[src/rtl/dspace_agu.sv]
module dspace_agu #(
  parameter int AW     = 16,
  parameter int DW     = 8,
  parameter int DISP_W = 6,
  parameter int RF_N   = 32,
  parameter int IO_N   = 64,
  parameter int SRAM_N = 1024
) (
  input  logic                    clk,
  input  logic                    rst_n,
  input  logic                    req,
  input  logic                    wr,
  input  logic [2:0]              mode,
  input  logic [1:0]              ptr_sel,
  input  logic [DISP_W-1:0]       disp,
  input  logic [AW-1:0]           dir_addr,
  input  logic [DW-1:0]           wdata,
  input  logic [AW-1:0]           ptr_x,
  input  logic [AW-1:0]           ptr_y,
  input  logic [AW-1:0]           ptr_z,
  output logic                    busy,
  output logic                    done,
  output logic [AW-1:0]           ea,
  output logic                    range_err,
  output logic                    mode_err,
  output logic                    ptr_we,
  output logic [1:0]              ptr_wsel,
  output logic [AW-1:0]           ptr_wdata,
  output logic                    rf_we,
  output logic [$clog2(RF_N)-1:0] rf_idx,
  input  logic [DW-1:0]           rf_rdata,
  output logic                    io_we,
  output logic [$clog2(IO_N)-1:0] io_idx,
  input  logic [DW-1:0]           io_rdata,
  output logic [DW-1:0]           mem_wdata,
  output logic                    sram_en,
  output logic                    sram_we,
  output logic [$clog2(SRAM_N)-1:0] sram_addr,
  input  logic [DW-1:0]           sram_rdata,
  output logic [DW-1:0]           rdata
);
  localparam int IO_BASE   = RF_N;
  localparam int SRAM_BASE = RF_N + IO_N;
  localparam int SPACE_END = SRAM_BASE + SRAM_N;
  localparam int RFI_W     = $clog2(RF_N);
  localparam int IOI_W     = $clog2(IO_N);
  localparam int SA_W      = $clog2(SRAM_N);
  localparam logic [2:0] M_DIR = 3'd0, M_IND = 3'd1, M_DSP = 3'd2, M_PRE = 3'd3, M_POST = 3'd4;

  logic          ph2, go, bad, upd, legal;
  logic          in_rf, in_io, in_sr, oor;
  logic [AW-1:0] base, ea_c, new_p;
  logic [AW-1:0] ea_q, wval_q;
  logic [1:0]    wsel_q;
  logic          wr_q, wb_q;
  logic [DW-1:0] wd_q;

  assign go = req && !ph2;

  always_comb begin
    case (ptr_sel)
      2'd0:    base = ptr_x;
      2'd1:    base = ptr_y;
      2'd2:    base = ptr_z;
      default: base = '0;
    endcase
  end

  assign bad = (mode > M_POST) ||
               (mode != M_DIR && ptr_sel == 2'd3) ||
               (mode == M_DSP && ptr_sel == 2'd0);

  always_comb begin
    case (mode)
      M_DIR:   ea_c = dir_addr;
      M_DSP:   ea_c = base + AW'(disp);
      M_PRE:   ea_c = base - AW'(1);
      default: ea_c = base;
    endcase
  end

  assign upd   = (mode == M_PRE || mode == M_POST) && !bad;
  assign new_p = (mode == M_PRE) ? base - AW'(1) : base + AW'(1);

  assign in_rf = ea_c < AW'(IO_BASE);
  assign in_io = !in_rf && ea_c < AW'(SRAM_BASE);
  assign in_sr = !in_rf && !in_io && ea_c < AW'(SPACE_END);
  assign oor   = ea_c >= AW'(SPACE_END);

  assign legal     = go && !bad;
  assign busy      = legal && in_sr;
  assign done      = (go && !busy) || ph2;
  assign ea        = ph2 ? ea_q : ea_c;
  assign range_err = legal && oor;
  assign mode_err  = go && bad;

  assign ptr_we    = ph2 ? wb_q : (legal && !in_sr && upd);
  assign ptr_wsel  = ph2 ? wsel_q : ptr_sel;
  assign ptr_wdata = ph2 ? wval_q : new_p;

  assign rf_we     = legal && in_rf && wr;
  assign io_we     = legal && in_io && wr;
  assign rf_idx    = ea_c[RFI_W-1:0];
  assign io_idx    = IOI_W'(ea_c - AW'(IO_BASE));
  assign mem_wdata = ph2 ? wd_q : wdata;

  assign sram_en   = ph2;
  assign sram_we   = ph2 && wr_q;
  assign sram_addr = SA_W'(ea_q - AW'(SRAM_BASE));

  always_comb begin
    if (ph2)                  rdata = sram_rdata;
    else if (legal && in_rf)  rdata = rf_rdata;
    else if (legal && in_io)  rdata = io_rdata;
    else                      rdata = '0;
  end

  always_ff @(posedge clk or negedge rst_n) begin
    if (!rst_n) begin
      ph2    <= 1'b0;
      ea_q   <= '0;
      wr_q   <= 1'b0;
      wd_q   <= '0;
      wb_q   <= 1'b0;
      wsel_q <= '0;
      wval_q <= '0;
    end else begin
      ph2 <= busy;
      if (busy) begin
        ea_q   <= ea_c;
        wr_q   <= wr;
        wd_q   <= wdata;
        wb_q   <= upd;
        wsel_q <= ptr_sel;
        wval_q <= new_p;
      end
    end
  end

  p_one_target_r1: assert property (@(posedge clk) disable iff (!rst_n)
    $onehot0({rf_we, io_we, sram_we}));
  p_sram_second_cycle_r8: assert property (@(posedge clk) disable iff (!rst_n)
    busy |=> (sram_en && done && !busy));
  p_wb_only_on_done_r9: assert property (@(posedge clk) disable iff (!rst_n)
    ptr_we |-> (done && !busy));
  p_disp_no_wb_r4: assert property (@(posedge clk) disable iff (!rst_n)
    (go && mode == M_DSP) |-> !ptr_we);
  p_oor_quiet_r10: assert property (@(posedge clk) disable iff (!rst_n)
    range_err |-> (!rf_we && !io_we && !sram_en && rdata == '0 && done));
  p_illegal_quiet_r11: assert property (@(posedge clk) disable iff (!rst_n)
    mode_err |-> (!ptr_we && !rf_we && !io_we && !busy && rdata == '0));
  p_overlap_ignored_r12: assert property (@(posedge clk) disable iff (!rst_n)
    sram_en |-> (!busy && !rf_we && !io_we && !range_err && !mode_err));
endmodule

[config.mk]
export PLATFORM = sky130hd
export DESIGN_NAME = dspace_agu
export DESIGN_NICKNAME = d
export VERILOG_FILES = /design/src/rtl/dspace_agu.sv
export SDC_FILE = /design/constraint.sdc
export NUM_CORES = 1
export LEC_CHECK = 0
export BUFFER_PORTS_ARGS = -buffer_cell sky130_fd_sc_hd__buf_2
export CORE_MARGIN = 2
export CORE_UTILIZATION = 55
export CTS_CLUSTER_SIZE = 10
export DETAILED_ROUTE_END_ITERATION = 8
export MAX_ROUTING_LAYER = met4
export PLACE_DENSITY_LB_ADDON = 0.15
export SYNTH_ARGS = -nofsm -noshare
export SYNTH_HDL_FRONTEND = slang
export SYNTH_SLANG_ARGS = --single-unit
[constraint.sdc]
create_clock -name clk -period 8.6 [get_ports clk]
set_input_delay 0.86 -clock clk [delete_from_list [all_inputs] [get_ports clk]]
set_output_delay 0.86 -clock clk [all_outputs]
set_load 0.01 [all_outputs]
==> results by group, run 1 <==
STA
  • Fmax: 0.1424 GHz
  • Skew final: 0.01452 ns
  • Pins Over Slew Limit: 0
  • Final setup viols: 0
  • Final hold violation count: 0
  • Setup ws final: roughly 1.6 ns
  • Slew Limit Headroom: 42.53%
  • Worst-Margin Slew: ~0.86 ns
  • Fin crit period: about 7 ns
  • RSZ-0062 raised after global routing: false
  • Fin crit share: approximately four fifths
  • TNS Setup: 0 ns

Setup path
  • R2r setup slk: 5.65 ns
  • CP max FO: 40
  • Type of origin of the critical path: input pin
  • Origin of the critical flop-to-flop path: sram_en
  • R2R depth: 6
  • Reg-to-reg endpoint: ea_q[1]
  • CP startpoint: ptr_sel[0]
  • Critical Path End Type: output pin
  • Crit path arrival time: around 6.2 ns
  • Crit path capture: done
  • Crit Path Class: in2out
  • CP required: between 7 and 8 ns

Flow run
  • Max-cap violations: 0

Floorplan
  • Ports: around 190
  • Starting Density: 55.65%
  • Placement row count: 35
  • Die Ht: about 100 microns
  • Core area: 0.009109 sq mm
  • Die width: about 100 microns
  • DIE AREA: roughly 0.01 sq mm

Drt
  • DR pass1 iterations: 5
  • DR vias: roughly 5.0k
  • Wire per inst: 18.84 microns
  • Vias per inst: 6.039
  • DRC: 0
  • Antenna-violating nets left: 0
  • DRT iter0 DRCs: about 290
  • Final wirelength: around 16000 microns

Global routing
  • Largest net degree at the start of global routing: 64
  • Global routing usage on met2: around half
  • Routing usage on met1: between 40 and 50%
  • M3 GR Usage: between 4 and 5%
  • First-pass GRT wire length: around 24000 microns
  • GR peak layer: met2
  • Vias in the first global route: 4824
  • Initial antenna violation count: 1
  • Global route overflow: 0
  • Gr usage total: a little under a third

Worst hold path
  • Worst Hold Class: reg2reg

Clocking
  • Clk buf depth: 2
  • CTS Buf Count: 5
  • Resized Gates After CTS: 0
  • Root buffer cell: clkbuf_8
  • Setup Fix Bufs, Post-CTS: 0
  • Htree depth: 2
  • CTS clk-pin slew, worst paths: 0.09 ns
  • Clock latency on the worst-skew pair: 0.30 ns
  • # clock sinks: 45
  • CTS tree: done
  • CTS Hold Bufs: 0

Synthesis
  • Syn Nets: a little under 700
  • Sequential-to-total area share from yosys stat: 22.22%
  • Post-synthesis cell type count: between 70 and 80
  • Post-synth top flop: dfrtp_1
  • Mapped Area: about 0.005 sq mm
  • Post-Syn Instances: 561
  • Post-synthesis async set-or-reset flop share: 100.0%
  • Syn avg cell area: about 9 sq um
  • Post-synth EDFFs: 0
  • #FFs+latches synth: 45
  • Yosys warning total: 0

Power and ir drop
  • Maximum vdd ir drop: between 80 and 90 uV
  • LEAKAGE: 2.944 nW
  • Power per cell area: 148.7 mW/mm^2
  • Design Power: just under 0.9 mW

Finish
  • Final core utilization: about two thirds
  • Final net count: 835
  • Syn-to-layout area delta: 17.65%
  • Layout Cells excl Fill: just over 800
  • Layout cells sized above 1: between 40% and 50%

Placement
  • Port bufs: 190
  • GP Congestion: ~1
  • Setup WS pre-CTS: ~1.6 ns
  • Dpl cells: between 800 and 900
  • Detailed Place HPWL: roughly 12000 microns

Run status
  • Status: finished, final reports clean
how the worst min path moves through the flow:
stage,startpoint,to,cells past startpoint
3_3_place_gp,ea_q[15],ea_q[15],1
4_1_cts,ea_q[15],ea_q[15],1
3_5_place_dp,ea_q[15],ea_q[15],1
2_1_floorplan,ea_q[15],ea_q[15],1
5_1_grt,ea_q[15],ea_q[15],1
6_report,ea_q[15],ea_q[15],1
cell usage after synthesis, drive strengths merged (6+ instances only):
cell type	number	area, sq um
o21ai	28	140.1
nand4	7	43.79
xnor2	16	140.1
nor4	9	92.59
a21oi	25	143.9
inv	14	52.55
o22ai	9	56.30
o2bb2ai	12	167.7
nor3	12	60.06
nand3	14	82.58
nand2b	7	43.79
nor2	39	153.9
a22o	6	52.55
mux2i	26	260.3
buf	36	289.0
and2	8	50.05
ha	9	112.6
a22oi	12	90.09
and3	6	37.54
a21o	8	60.06
clkbuf	15	56.30
dfrtp	45	1126
a31oi	9	56.30
xor2	10	87.58
nand2	51	191.4
mux2	67	878.4
registers in the layout (all words and copies together), names as in the netlist:
signal / cells
ea_q: 16
sram_en: 1
wb_q: 1
wd_q: 8
wr_q: 1
wsel_q: 2
wval_q: 16
metal layers:
layer | part of all wire, % | vias up
met1 | 44 | 2378
met4 | 2.2 | 0
met5 | 0 | -
met3 | 6.5 | 26
met2 | 47 | 207
li1 | - | 2383
cells by family after synthesis:
logic type | share of synthesized area, %
mux | 22.46
flops | 22.22
buf+inv | 7.849
simple gates | 16.89
xor+xnor | 4.493
fa+ha+maj | 2.617
compound gates | 23.48
per-stage QoR:
| stage | area [sq um] | hold WS (ns) |
|---|---|---|
| after CTS | 5961 | 0.4952 |
| after floorplan | 5069 | 0.4474 |
| after global placement | 5867 | 0.4651 |
| after global routing | 5963 | 0.5260 |
| after detailed placement | 5867 | 0.4702 |
| final | 5963 | 0.4998 |
worst max-delay path, stage by stage:
cell and delay, ns:
buf_2 0.54, nor2b_2 0.28, a21oi_2 0.31, inv_1 0.17, ha_1 0.27, fa_1 0.42
a21o_1 0.21, a221oi_1 0.48, and2_1 0.22, o21ai_0 0.08, a22oi_1 0.21, nor2_1 0.15
a2111oi_4 0.50, or2_1 0.31, nand3_4 0.63, a21o_1 0.38, buf_2 0.14
cell type report:
class	instances	area, sq um
multi-input cells	451	3545
fillers	832	3146
flip-flops and latches	45	1127
repair buffers	197	1003
well taps	111	138.9
clock buffers	5	68.82
inverters	14	52.55
clock inverters	3	25.02
diodes	1	2.502
placed cells by master (no fill, tap or decap), types with 6 or more instances in the layout:
master,netlist,final
xnor2_1,16,16
o2bb2ai_2,7,7
dfrtp_1,45,44
a21oi_1,22,22
buf_2,3,190
o22ai_1,9,9
nor2_1,38,38
xor2_1,10,10
and2_1,8,8
a31oi_1,9,9
mux2i_1,26,26
a22oi_1,12,12
nand3_1,13,13
nand2_1,51,51
mux2_2,34,34
nand2b_1,7,7
buf_4,21,7
nor4_1,6,6
a22o_1,6,6
and3_1,6,6
nor3_1,12,12
a21o_1,8,8
mux2_4,33,33
ha_1,9,9
nand4_1,7,7
inv_1,12,12
o21ai_0,27,27
power by group:
group | switching, mW | internal, mW | total (mW)
Clock | 0.0813 | 0.0594 | 0.141
Sequential | 0.0439 | 0.277 | 0.320
Combinational | 0.217 | 0.209 | 0.426
Total | 0.342 | 0.545 | 0.887
(Power assumes the default switching activity.)
==> run 2, diff against run 1 <==
--- a/config.mk
+++ b/config.mk
@@ -5,9 +5,10 @@
 export SDC_FILE = /design/constraint.sdc
 export NUM_CORES = 1
 export LEC_CHECK = 0
+export ABC_AREA = 1
 export BUFFER_PORTS_ARGS = -buffer_cell sky130_fd_sc_hd__buf_2
 export CORE_MARGIN = 2
-export CORE_UTILIZATION = 55
+export CORE_UTILIZATION = 46
 export CTS_CLUSTER_SIZE = 10
 export DETAILED_ROUTE_END_ITERATION = 8
 export MAX_ROUTING_LAYER = met4
==> constraint.sdc (replaced) <==
create_clock -name clk -period 6.05 [get_ports clk]
set_input_delay 0.605 -clock clk [delete_from_list [all_inputs] [get_ports clk]]
set_output_delay 0.605 -clock clk [all_outputs]
set_load 0.01 [all_outputs]
==> results by group, run 2 <==
Run status
  • Status: finished, final reports clean

Placement
  • Detailed Place HPWL: 12740 microns (+8.5%)
  • Port bufs: 190 (unchanged)
  • GP Congestion: 0.9503 (-4.9%)

Drt
  • DR pass1 iterations: 5 (unchanged)
  • Vias per inst: 5.181 (-14%)
  • Final wirelength: 16750 microns (+7.5%)
  • Antenna-violating nets left: 0 (unchanged)
  • DRT iter0 DRCs: 537 (+85%)
  • Wire per inst: 14.46 microns (-23%)
  • DRC: 0 (unchanged)
  • DR vias: 6000 (+20%)

Synthesis
  • Post-synth top flop: dfrtp_1
  • Yosys warning total: 0 (unchanged)
  • Post-synthesis cell type count: 36 (-52%)
  • Syn Nets: 990 (+45%)
  • #FFs+latches synth: 45 (unchanged)
  • Post-synth EDFFs: 0 (unchanged)
  • Sequential-to-total area share from yosys stat: 22.23% (about the same)
  • Syn avg cell area: 5.828 sq um (-35%)
  • Mapped Area: 0.005065 sq mm (about the same)
  • Post-synthesis async set-or-reset flop share: 100.0% (unchanged)
  • Area contributors post-synth: nand2_1 (25%), dfrtp_1 (22%), nand3_1 (8.3%), nand4_1 (6.4%), nor2_1 (6.4%)
  • Post-Syn Instances: 869 (+55%)
  • Top-area cell type share of the netlist area: 24.83% (+2.6 points)
  • Top cells by count, synth: nand2_1 (335), nor2_1 (86), nand3_1 (84), inv_1 (62), nand4_1 (52)
  • Dominant cell type by area after synthesis: nand2_1
  • Most frequent cell after synthesis: nand2_1

Setup path
  • Crit path arrival time: 5.11 ns (-1.05 ns)
  • Crit-path most repeated cell: nand2_1
  • Critical Path End Type: output pin
  • CP max FO: 21 (-48%)
  • Worst stage delay on the critical path: 0.60 ns (-0.03 ns)
  • Critical path cell sequence: buf_2, inv_2, nand2_1, nor2_1, nor2_4, inv_1, ha_1, fa_1, nand4_1, nand2_1, nand3_1, nand2_1, nand3_1, nand3_1, nor2_1, nand2_1, nor2_2, nand3_2, nand3_4, nand2_1, nand2_1, buf_2
  • Crit Path Class: in2out
  • Slowest-stage cell, CP: nand3_2
  • CP required: 5.44 ns (-2.30 ns)
  • Type of origin of the critical path: input pin

STA
  • Skew final: 0.006428 ns (-0.008090 ns)
  • TNS Setup: 0 ns (unchanged)
  • Final hold slack: 0.3734 ns (-0.1264 ns)
  • Fmax: around 0.18 GHz
  • Final setup viols: 0 (unchanged)
  • Worst-Margin Slew: 0.9764 ns (+0.1205 ns)
  • RSZ-0062 raised after global routing: false
  • Fin crit period: 5.714 ns
  • Fin crit share: ~94%
  • Final hold violation count: 0 (unchanged)
  • Pins Over Slew Limit: 0 (unchanged)
  • Slew Limit Headroom: 34.67% (-7.9 points)

Floorplan
  • Placement row count: 38 (+8.6%)
  • Die Ht: 108.9 microns (+8.9%)
  • Ports: 191 (unchanged)
  • Starting Density: 46.93% (-8.7 points)
  • Core area: 0.01079 sq mm (+18%)
  • Die width: 108.9 microns (+8.9%)
  • DIE AREA: 0.01187 sq mm (+19%)

Clocking
  • Htree depth: 2 (unchanged)
  • Clock latency on the worst-skew pair: 0.30 ns (about the same)
  • Resized Gates After CTS: 0 (unchanged)
  • Clk buf depth: 2 (unchanged)
  • # clock sinks: 45 (unchanged)
  • CTS Hold Bufs: 0 (unchanged)
  • CTS Buf Count: 5 (unchanged)
  • Root buffer cell: clkbuf_8
  • CTS clk-pin slew, worst paths: 0.10 ns (about the same)
  • CTS tree: done
  • Setup Fix Bufs, Post-CTS: 0 (unchanged)

Finish
  • Most frequent cells in the layout: nand2_1 (335), buf_2 (190), nor2_1 (86)
  • # diodes: 0 (-1)
  • Layout cells sized above 1: 25.25% (-16 points)
  • Final net count: 1138 (+36%)
  • Syn-to-layout area delta: 18.92%
  • Most common cell after layout, fill and taps aside: nand2_1
  • Top Registers: ea_q x16, wval_q x16, wd_q x8

Global routing
  • Initial antenna violation count: 0 (-1)
  • Gr usage total: 29.10% (-2.1 points)
  • Largest net degree at the start of global routing: 51 (-20%)
  • First-pass GRT wire length: 26690 microns (+9.8%)
  • Vias in the first global route: 5413 (+12%)
  • Global route overflow: 0 (unchanged)

Power and ir drop
  • LEAKAGE: 3.547 nW (+20%)
  • Maximum vdd ir drop: 127.4 uV (+58%)
  • Power per cell area: 196.8 mW/mm^2 (+32%)

Worst hold path
  • Worst Hold Class: in2async

Flow run
  • Max-cap violations: 0 (unchanged)
run 2: changes by cell type after synthesis, sizes merged, moves of 14 or more:
cell | before | now
mux2 | 67 | 0
a21oi | 25 | 11
nand3 | 14 | 100
mux2i | 26 | 0
nor2 | 39 | 99
o21ai | 28 | 47
inv | 14 | 76
nand2 | 51 | 338
nand4 | 7 | 54
run 2: cell families after synthesis:
family,after synthesis,share of synthesized area [%]
fa+ha+maj,10,2.619
flops,45,22.23
compound gates,71,7.534
simple gates,599,53.53
xor+xnor,11,1.902
buf+inv,133,12.18
run 2: metal layers:
| metal | share of wire (%) | GRT usage (%) | vias up |
|---|---|---|---|
| met5 | 0 | - | - |
| met1 | 45 | 39.22 | 2640 |
| li1 | - | - | 3097 |
| met4 | 1.4 | 5.952 | 0 |
| met3 | 7.7 | 3.048 | 19 |
| met2 | 46 | 47.52 | 244 |
run 2: report_power, final:
part           switching [mW]  internal (mW)
logic                   0.337          0.194
registers              0.0600          0.389
clock network           0.122         0.0838
run 2: stage by stage:
stage	cell area, sq um	power (mW)	worst slack [ns]	cells	utilization, %
5_1_grt	6023	1.284	0.01710	1158	55.81
2_1_floorplan	5065	0.8094	2.107	869	-
3_3_place_gp	5929	0.9797	0.5200	1150	54.94
6_report	6023	1.186	0.3361	1158	55.81
4_1_cts	6023	1.188	0.4204	1158	55.81
3_5_place_dp	5929	0.9834	0.4207	1150	54.94
run 2: layout make-up:
cell class	instances	area, sq um
Multi-Input combinational cell	691	3328
Tap cell	140	175.2
Clock buffer	5	68.82
Inverter	76	287.8
Clock inverter	3	25.02
Timing Repair Buffer	198	1011
Sequential cell	45	1127
Fill cell	1162	4770
run 2: worst paths after layout:
kind	start	endpoint	slack, ns	cells after the start
worst max-delay path	ptr_sel[0]	done	0.34	22
worst min-delay path	rst_n	wval_q[0]	0.37	2
min in group clk	wr_q	wr_q	0.48	2
worst max register to register	sram_en	wd_q[1]	3.92	6
max in group asynchronous	rst_n	sram_en	5.21	2
worst min register to register	wr_q	wr_q	0.48	2
run 2: critical path: cells and delay by family:
family,cells,cell delay [ns]
adder cells (fa/ha/maj),2,0.69
AND/OR/NAND/NOR,16,2.98
buffers and inverters,4,0.81
